<file path="config.mk">
export PLATFORM = sky130hd
export DESIGN_NAME = codec_cal_seq
export DESIGN_NICKNAME = d
export VERILOG_FILES = /design/src/rtl/ccs_pkg.sv /design/src/rtl/ccs_frame_ctr.sv /design/src/rtl/ccs_hold_mon.sv /design/src/rtl/ccs_seq_fsm.sv /design/src/rtl/codec_cal_seq.sv
export SDC_FILE = /design/constraint.sdc
export NUM_CORES = 1
export LEC_CHECK = 0
export ABC_CLOCK_PERIOD_IN_PS = 5500
export BUFFER_PORTS_ARGS = -buffer_cell sky130_fd_sc_hd__buf_2
export CELL_PAD_IN_SITES_DETAIL_PLACEMENT = 1
export CELL_PAD_IN_SITES_GLOBAL_PLACEMENT = 1
export CORE_MARGIN = 5
export CORE_UTILIZATION = 28
export DETAILED_ROUTE_END_ITERATION = 8
export MAX_ROUTING_LAYER = met4
export PLACE_DENSITY = 0.55
export SLEW_MARGIN = 20
export SYNTH_ARGS = -nofsm -noshare
export SYNTH_HDL_FRONTEND = slang
export SYNTH_SLANG_ARGS = --single-unit
</file>
<file path="constraint.sdc">
create_clock -name clk_i -period 5.5 [get_ports clk_i]
set_clock_uncertainty 0.15 [all_clocks]
set_input_delay 0.55 -clock clk_i [delete_from_list [all_inputs] [get_ports clk_i]]
set_output_delay 0.55 -clock clk_i [all_outputs]
set_load 0.01 [all_outputs]
</file>
<file path="src/rtl/ccs_pkg.sv">
package ccs_pkg;
  typedef enum logic [1:0] {
    ST_CAL    = 2'd0,
    ST_SETTLE = 2'd1,
    ST_RUN    = 2'd2,
    ST_PDN    = 2'd3
  } cal_state_e;
endpackage

</file>
<file path="src/rtl/ccs_frame_ctr.sv">
module ccs_frame_ctr #(
  parameter int CNT_W = 8
) (
  input  logic             clk_i,
  input  logic             rst_ni,
  input  logic             clr_i,
  input  logic             step_i,
  input  logic [CNT_W-1:0] target_i,
  output logic             at_end_o
);
  logic [CNT_W-1:0] cnt_q;

  assign at_end_o = (cnt_q == target_i - CNT_W'(1));

  always_ff @(posedge clk_i or negedge rst_ni) begin
    if (!rst_ni)     cnt_q <= '0;
    else if (clr_i)  cnt_q <= '0;
    else if (step_i) cnt_q <= at_end_o ? '0 : cnt_q + CNT_W'(1);
  end

  AST_CNT_BELOW_TARGET: assert property (@(posedge clk_i) disable iff (!rst_ni)
    (target_i != '0) |-> (cnt_q < target_i));

  AST_IDLE_HOLDS_COUNT: assert property (@(posedge clk_i) disable iff (!rst_ni)
    (!step_i && !clr_i) |=> $stable(cnt_q));
endmodule

</file>
<file path="src/rtl/ccs_hold_mon.sv">
module ccs_hold_mon #(
  parameter int CLK_KHZ = 250000,
  parameter int HOLD_MS = 50
) (
  input  logic clk_i,
  input  logic rst_ni,
  output logic hold_err_o
);
  localparam int HOLD_CYC = CLK_KHZ * HOLD_MS;
  localparam int HW       = $clog2(HOLD_CYC + 1);

  logic          smp_q, prev_q, err_q;
  logic [HW-1:0] cnt_q;

  // reset is observed here as data; these flops must keep counting while it is low
  always_ff @(posedge clk_i) begin
    smp_q  <= rst_ni;
    prev_q <= smp_q;
    if (!smp_q) begin
      err_q <= 1'b0;
      if (prev_q)                      cnt_q <= HW'(1);
      else if (cnt_q != HW'(HOLD_CYC)) cnt_q <= cnt_q + HW'(1);
    end else if (!prev_q) begin
      err_q <= (cnt_q < HW'(HOLD_CYC));
    end
  end

  assign hold_err_o = err_q;
endmodule

</file>
<file path="src/rtl/ccs_seq_fsm.sv">
module ccs_seq_fsm
  import ccs_pkg::*;
#(
  parameter int CAL_FRAMES = 194,
  parameter int LAT_W      = 8,
  parameter int CNT_W      = 8
) (
  input  logic             clk_i,
  input  logic             rst_ni,
  input  logic             pdn_i,
  input  logic             frame_i,
  input  logic             rate_chg_i,
  input  logic [LAT_W-1:0] filt_lat_i,
  input  logic             ctr_end_i,
  output logic             ctr_step_o,
  output logic             ctr_clr_o,
  output logic [CNT_W-1:0] ctr_target_o,
  output logic             cal_busy_o,
  output logic             dac_mute_o,
  output logic             adc_zero_o,
  output logic             adc_valid_o,
  output logic             reg_clr_o
);
  cal_state_e       state_q, state_d;
  logic             clr_q;
  logic             lat_ld;
  logic [CNT_W-1:0] lat_q;

  always_comb begin
    state_d    = state_q;
    ctr_clr_o  = 1'b0;
    ctr_step_o = 1'b0;
    lat_ld     = 1'b0;
    if (pdn_i) begin
      state_d   = ST_PDN;
      ctr_clr_o = 1'b1;
    end else if (state_q == ST_PDN) begin
      state_d   = ST_CAL;
      ctr_clr_o = 1'b1;
    end else if (rate_chg_i) begin
      // restart wins over a coincident frame strobe
      state_d   = ST_CAL;
      ctr_clr_o = 1'b1;
    end else if (frame_i) begin
      unique case (state_q)
        ST_CAL: begin
          ctr_step_o = 1'b1;
          if (ctr_end_i) begin
            lat_ld    = 1'b1;
            ctr_clr_o = 1'b1;
            state_d   = (filt_lat_i == '0) ? ST_RUN : ST_SETTLE;
          end
        end
        ST_SETTLE: begin
          ctr_step_o = 1'b1;
          if (ctr_end_i) begin
            ctr_clr_o = 1'b1;
            state_d   = ST_RUN;
          end
        end
        default: ;
      endcase
    end
  end

  always_ff @(posedge clk_i or negedge rst_ni) begin
    if (!rst_ni) begin
      state_q <= ST_CAL;
      clr_q   <= 1'b1;
      lat_q   <= '0;
    end else begin
      state_q <= state_d;
      clr_q   <= 1'b0;
      if (lat_ld) lat_q <= CNT_W'(filt_lat_i);
    end
  end

  assign ctr_target_o = (state_q == ST_SETTLE) ? lat_q : CNT_W'(CAL_FRAMES);

  // status is held low for the whole reset window
  assign reg_clr_o   = clr_q;
  assign cal_busy_o  = !clr_q && (state_q == ST_CAL);
  assign dac_mute_o  = !clr_q && (state_q == ST_CAL || state_q == ST_PDN);
  assign adc_zero_o  = !clr_q && (state_q == ST_CAL || state_q == ST_PDN);
  assign adc_valid_o = !clr_q && (state_q == ST_RUN);

  AST_VALID_EXCLUDES_CAL: assert property (@(posedge clk_i) disable iff (!rst_ni)
    adc_valid_o |-> (!cal_busy_o && !adc_zero_o && !dac_mute_o));

  AST_VALID_RISES_ON_FRAME: assert property (@(posedge clk_i) disable iff (!rst_ni)
    $rose(adc_valid_o) |-> $past(frame_i));

  AST_RATE_RESTARTS: assert property (@(posedge clk_i) disable iff (!rst_ni)
    (rate_chg_i && !pdn_i) |=> (cal_busy_o && !adc_valid_o));

  AST_PDN_SILENCES: assert property (@(posedge clk_i) disable iff (!rst_ni)
    pdn_i |=> (!adc_valid_o && !cal_busy_o && dac_mute_o && adc_zero_o));

  AST_PDN_EXIT_CAL: assert property (@(posedge clk_i) disable iff (!rst_ni)
    (state_q == ST_PDN && !pdn_i) |=> cal_busy_o);
endmodule

</file>
<file path="src/rtl/codec_cal_seq.sv">
module codec_cal_seq #(
  parameter int CAL_FRAMES = 194,
  parameter int LAT_W      = 8,
  parameter int CLK_KHZ    = 250000,
  parameter int HOLD_MS    = 50
) (
  input  logic             clk_i,
  input  logic             rst_ni,
  input  logic             pdn_i,
  input  logic             frame_i,
  input  logic             rate_chg_i,
  input  logic [LAT_W-1:0] filt_lat_i,
  output logic             cal_busy_o,
  output logic             dac_mute_o,
  output logic             adc_zero_o,
  output logic             adc_valid_o,
  output logic             reg_clr_o,
  output logic             hold_err_o
);
  localparam int CAL_W = $clog2(CAL_FRAMES + 1);
  localparam int CNT_W = (CAL_W > LAT_W) ? CAL_W : LAT_W;

  logic             ctr_step, ctr_clr, ctr_end;
  logic [CNT_W-1:0] ctr_target;

  ccs_seq_fsm #(
    .CAL_FRAMES(CAL_FRAMES),
    .LAT_W     (LAT_W),
    .CNT_W     (CNT_W)
  ) u_fsm (
    .clk_i       (clk_i),
    .rst_ni      (rst_ni),
    .pdn_i       (pdn_i),
    .frame_i     (frame_i),
    .rate_chg_i  (rate_chg_i),
    .filt_lat_i  (filt_lat_i),
    .ctr_end_i   (ctr_end),
    .ctr_step_o  (ctr_step),
    .ctr_clr_o   (ctr_clr),
    .ctr_target_o(ctr_target),
    .cal_busy_o  (cal_busy_o),
    .dac_mute_o  (dac_mute_o),
    .adc_zero_o  (adc_zero_o),
    .adc_valid_o (adc_valid_o),
    .reg_clr_o   (reg_clr_o)
  );

  ccs_frame_ctr #(.CNT_W(CNT_W)) u_ctr (
    .clk_i   (clk_i),
    .rst_ni  (rst_ni),
    .clr_i   (ctr_clr),
    .step_i  (ctr_step),
    .target_i(ctr_target),
    .at_end_o(ctr_end)
  );

  ccs_hold_mon #(
    .CLK_KHZ(CLK_KHZ),
    .HOLD_MS(HOLD_MS)
  ) u_hold (
    .clk_i     (clk_i),
    .rst_ni    (rst_ni),
    .hold_err_o(hold_err_o)
  );
endmodule

</file>
# Yosys cells after proc, flatten, opt, wreduce, memory -nomap -nowiden
# Cells that the tools add are included.
totals:
  register_bits: 46
  input_bits: 13
  output_inout_bits: 6
  wordCells: 63
op_classes:
  addsub: 3
  order_cmp: 1
  eq_ne: 7
  muxes: 29
  bitwise: 1
  n_reduce_logical: 14
ops:
  columns: ["cell", "count"]
  rows:
  - ["$mux 8", 4]
  - ["$add 24x1->24 const B", 1]
  - ["$lt 24x24->1 const B", 1]
  - ["$mux 24", 1]
  - ["$ne 24x24->1 const B", 1]
  - ["$mux 1", 16]
  - ["$mux 2", 7]
  - ["$ne 5x3->1 const B", 2]
  - ["$add 8x1->8 const B", 1]
  - ["$eq 8x8->1", 1]
  - ["$logic_not 8->1", 1]
  - ["$sub 8x1->8 const B", 1]
  - ["$reduce_bool 5->1", 1]
  - ["$eq 2x2->1 const B", 2]
  - ["$pmux 2 s2", 1]
  - ["$reduce_and 4->1", 1]
  - ["$reduce_bool 2->1", 2]
  - ["$reduce_bool 4->1", 1]
  - ["$logic_and 1x1->1", 3]
  - ["$eq 2x1->1 const B", 1]
  - ["$logic_not 2->1", 1]
  - ["$reduce_and 2->1", 1]
  - ["$reduce_or 2->1", 1]
  - ["$logic_not 1->1", 1]
  - ["other kinds (2)", 2]

# Depth between registers and ports, before layout
depth:
  ltp_word: 11
  ltp_mapped: 11
  ltp_nobuf: 10

# Modules after synthesis
# Synthesis repeated with hierarchy kept, for this count alone.
hier_totals:
  cells_unflattened: 291
  hier_area_um2: 2897.8
by_module_without_submodules:
  columns: ["module", "n_inst", "cells_each", "area_each_um2", "seq_area_each_um2"]
  rows:
  - ["ccs_hold_mon", 1, 151, 1552.7, 780.7]
  - ["ccs_frame_ctr", 1, 85, 720.7, 200.2]
  - ["ccs_seq_fsm", 1, 55, 624.3, 276.5]

# Worst setup path after synthesis
# No wires, ideal clock.
synth_path:
  kind: "register -> register"
  from: "reg u_fsm.state_q[1]"
  to: "reg u_fsm.lat_q[0]"
  setup_ns: 0.125
  arrival_ns: 2.527
  required_ns: 5.225
  slack_ns: 2.698
  path_stages_with_launch: 12
  n_path_buf: 1
  synth_period_minus_slack_ns: 2.802
  path_cell_list: "dfrtp_1 inv_1 ha_1 buf_2 nand2_1 ha_1 xnor2_1 xnor2_1 nand3_1 nor3_1 nand4_2 mux2_2"
synth_via:
  elab_chain_cells: 10
  word_cells_on_any_way: 12
  classes_between: "add/sub (1); eq/ne (3); mux (7); reduce/logical (1)"
synth_lines:
  columns: ["element", "line", "rtl"]
  rows:
  - ["start, declared", "ccs_seq_fsm.sv:24", "cal_state_e state_q, state_d;"]
  - ["start signal, assigned", "ccs_seq_fsm.sv:72", "state_q <= state_d;"]
  - ["$eq 2x1->1", "ccs_seq_fsm.sv:78", "assign ctr_target_o = (state_q == ST_SETTLE) ? lat_q : CNT_W'(CAL_FRAMES);"]
  - ["$mux 8", "ccs_seq_fsm.sv:78", null]
  - ["$sub 8x1->8", "ccs_frame_ctr.sv:13", "assign at_end_o = (cnt_q == target_i - CNT_W'(1));"]
  - ["$eq 8x8->1", "ccs_frame_ctr.sv:13", null]
  - ["$mux 1", "ccs_seq_fsm.sv:48", "if (ctr_end_i) begin"]
  - ["$mux 1", "ccs_seq_fsm.sv:45", "unique case (state_q)"]
  - ["$mux 1", "ccs_seq_fsm.sv:44", "end else if (frame_i) begin"]
  - ["$mux 1", "ccs_seq_fsm.sv:40", "end else if (rate_chg_i) begin"]
  - ["$mux 1 (*)", "ccs_seq_fsm.sv:37", "end else if (state_q == ST_PDN) begin"]
  - ["$mux 1 (*)", "ccs_seq_fsm.sv:34", "if (pdn_i) begin"]
  - ["end signal, assigned", "ccs_seq_fsm.sv:74", "if (lat_ld) lat_q <= CNT_W'(filt_lat_i);"]
  - ["end, declared", "ccs_seq_fsm.sv:27", "logic [CNT_W-1:0] lat_q;"]
# Mark *: on every way between the ends. The rest lies on a longest branch, timed or not.
# A chain may end at the register's enable or synchronous reset.

# Worst setup path in the final report
layout_path:
  from: "reg u_fsm.state_q[1]"
  to: "reg u_fsm.lat_q[4]"
# Same word-level chain as after synthesis.

==> impl_metrics.yaml <==
outcome:
  outcome: "complete, no violations"
route:
  avgRoutedWirePerCell_um: 14.6
  num_vias: 1892
  finalWirelength_um: 5710
  ant_nets: 0
  drtPass1Iterations: 4
  drtIter0Drc: 27
  drc: 0
  viasPerCell: 4.85
setup_path:
  crit_path_start_kind: "flip-flop"
  path_max_fanout: 15
  required_ps: 5550
  worst-setup-path-type: "reg2reg"
  cp.arrival_ps: 3270
  endpoint_kind: "flip-flop"
placement:
  io_buffers: 18
  gp_congestion: 0.766
  place_inst: 382
  dp_hpwl_um: 4240
sta:
  rsz0062_at_grt: "false"
  drv_slew: 0
  min_period_ps: 3230
  finalHoldViolations: 0
  setup_tns_ps: 0
  setup_violations: 0
  relSlewSlack_pct: 52.8
  timing.final.crit_share_pct: 58.6
  fmax_mhz: 310
  worst_slew_pin_slew_ps: 701
global_route:
  antenna_found_initial: 0
  grt_pass1_wl_um: 9960
  grt_usage_pct: 11.1
  grt_pass1_vias: 2093
  grt_overflow: 0
  grt_max_degree: 25
clock_network:
  clock_sinks: 46
  cts_setup_buffers: 0
  clkLatencyLatePin_ps: 300
  ctsResizeCount: 0
  cts_buffers: 5
  hold_buffers: 0
  htreeDepth: 2
  cts_tree: "yes"
  cts_max_path_buffers: 2
  cts.clk_slew.worst_paths_ps: 90
  cts_root_buffer: "clkbuf_8"
logic_synthesis:
  ys_warn_count: 0
  synth_edf_count: 24
  synth_nets: 278
  ys.flop_type: "edfxtp_1"
  synth_compound_area_share_pct: 7.08
  postSynth.asyncResetShare_pct: 41.3
  synth_top_family_by_area: "simple AND/OR/NAND/NOR gates"
  synth_seq_cells: 46
  synthMuxAreaShare_pct: 4.23
  synth_xor_area_share_pct: 12.0
  syn_area_um2: 2630
  synthAdderAreaFrac_pct: 4.28
  synth_cells: 256
  synth_area_per_cell_um2: 10.3
  synth_cell_types: 45
  synth_simple_gate_area_share_pct: 21.8
  seq_area_frac_synth_pct: 47.7
power:
  clock_power_share_pct: 32.5
  leakagePower_uw: 0.00118
  p_comb_share_pct: 17.2
  power_switching_uw: 223
  swShare_pct: 27.9
  peakVddDrop_uv: 88.2
  total_power_uw: 797
  seqPwrFrac_pct: 50.3
  power_density_nw_per_um2: 268
  p_int_uw: 575
finish:
  regArea_um2: 1260
  multi_input_area_um2: 1310
  final_nets: 300
  fill_cells: 1048
  instances_no_fill: 390
  layout-drive-gt1-share_pct: 15.4
  antenna_cells: 0
  area_delta_synth_final_pct: 13.0
job:
  max-cap-violations: 0
die:
  core_area_um2: 9200
  ios: 19
  dieArea_um2: 11400
  rows: 35
  fp.dieW_um: 107
  die_h_um: 107
  initial_core_util_pct: 28.6
hold_path:
  worst_hold_path_type: "in2async"
## synthesized netlist by cell type, types with 3 or more instances
| master | count | area [um^2] |
|---|---|---|
| edfxtp_1 | 24 | 721 |
| nor4_1 | 6 | 37.5 |
| inv_1 | 12 | 45.0 |
| nor3_1 | 5 | 25.0 |
| nor2b_1 | 5 | 31.3 |
| a21oi_1 | 6 | 30.0 |
| xor2_1 | 20 | 175 |
| clkbuf_1 | 4 | 15.0 |
| and2_1 | 7 | 43.8 |
| xnor2_1 | 16 | 140 |
| mux2_2 | 9 | 101 |
| o21ai_0 | 4 | 20.0 |
| nor2_1 | 29 | 109 |
| nand2_1 | 19 | 71.3 |
| dfrtp_1 | 18 | 450 |
| ha_1 | 9 | 113 |
| nand2b_1 | 3 | 18.8 |
| and3_1 | 6 | 37.5 |
| dfxtp_1 | 3 | 60.1 |
| nand3_1 | 13 | 65.1 |
| nand4_1 | 6 | 37.5 |
| a41oi_1 | 3 | 26.3 |
## registers in the layout, summed over array words and instances, names as in the netlist
| name | cells |
|---|---|
| u_hold.smp_q | 1 |
| u_fsm.reg_clr_o | 1 |
| u_hold.cnt_q | 24 |
| u_ctr.cnt_q | 8 |
| u_fsm.lat_q | 8 |
| u_fsm.state_q | 2 |
| u_hold.hold_err_o | 1 |
| u_hold.prev_q | 1 |
## routing by layer
layer	track usage, %	up-vias	share of wire (%)
met2	19.2	15	51
met3	1.99	6	1.4
met5	-	-	0
met4	3.56	0	1.1
met1	13.1	933	46
li1	-	938	-
## logic make-up after synthesis
kind of cell / Yosys count
simple gates: 109
flops: 46
xor+xnor: 36
compound gates: 27
buf+inv: 18
mux: 10
fa+ha+maj: 9
other cells: 1
## layout make-up
cell class,instances,area share (%)
clock buffer,6,2.44
clock inverter,2,1.26
inverter,12,1.51
multi-input combinational,192,44.1
sequential,46,42.3
tap,111,4.67
timing repair buffer,21,3.78
## final timing paths
| path | start | end | slack, ps | cells past startpoint |
|---|---|---|---|---|
| worst max-delay path | u_fsm.state_q[1] | u_fsm.lat_q[4] | 2270 | 10 |
| worst min-delay path | rst_ni | u_fsm.state_q[1] | 30 | 1 |
| worst max register to register | u_fsm.state_q[1] | u_fsm.lat_q[4] | 2270 | 10 |
| worst min register to register | u_hold.smp_q | u_hold.prev_q | 260 | 0 |
| max in group asynchronous | rst_ni | u_fsm.reg_clr_o | 4830 | 1 |
| min in group clk_i | u_hold.smp_q | u_hold.prev_q | 260 | 0 |
## power groups by stage
stage / combinational [uW] / clock, uW / sequential, uW
6_report: 137 / 259 / 401
5_1_grt: 156 / 287 / 404
4_1_cts: 141 / 275 / 401
3_5_place_dp: 139 / 0 / 409
3_3_place_gp: 137 / 0 / 408
2_1_floorplan: 101 / 0 / 404
## cells in the final DEF (no fill, tap or decap), types with 2 or more instances in the layout
master / n
nor2_1: 29
inv_1: 12
xnor2_1: 16
o21a_1: 2
edfxtp_1: 24
nand2b_1: 3
nor3_1: 5
nor2b_1: 5
and4_1: 2
dfrtp_1: 18
o31a_1: 2
o22ai_1: 2
nand2_1: 19
mux2_2: 9
and2_1: 7
nand3_1: 13
o21ai_0: 4
ha_1: 9
a41oi_1: 2
buf_2: 18
and3_1: 6
clkbuf_8: 5
nand4_1: 6
or3_1: 2
xor2_1: 20
dfxtp_1: 3
a21oi_1: 6
buf_4: 3
nor4_1: 6
o21bai_1: 2
## worst max-delay path, cell delays in order, from the launching register on
cell and delay [ps]:
dfrtp_1 420, inv_1 110, ha_1 430, nand2_1 180
ha_1 300, xnor2_1 190, xnor2_1 140, nand3_1 90
nor3_1 390, nand4_2 360, mux2_2 370
## metrics by stage
stage          cell area (um^2)  setup WS (ps)  utilization (%)  hold WS [ps]
2_1_floorplan              2630           2700                -           104
3_5_place_dp               2870           2240             31.2           247
6_report                   2980           2270             32.4          30.4
3_3_place_gp               2870           2360             31.2           243
4_1_cts                    2980           2230             32.4          40.9
5_1_grt                    2980           2010             32.4          64.0
No activity file was read; power rests on OpenSTA's default activity.
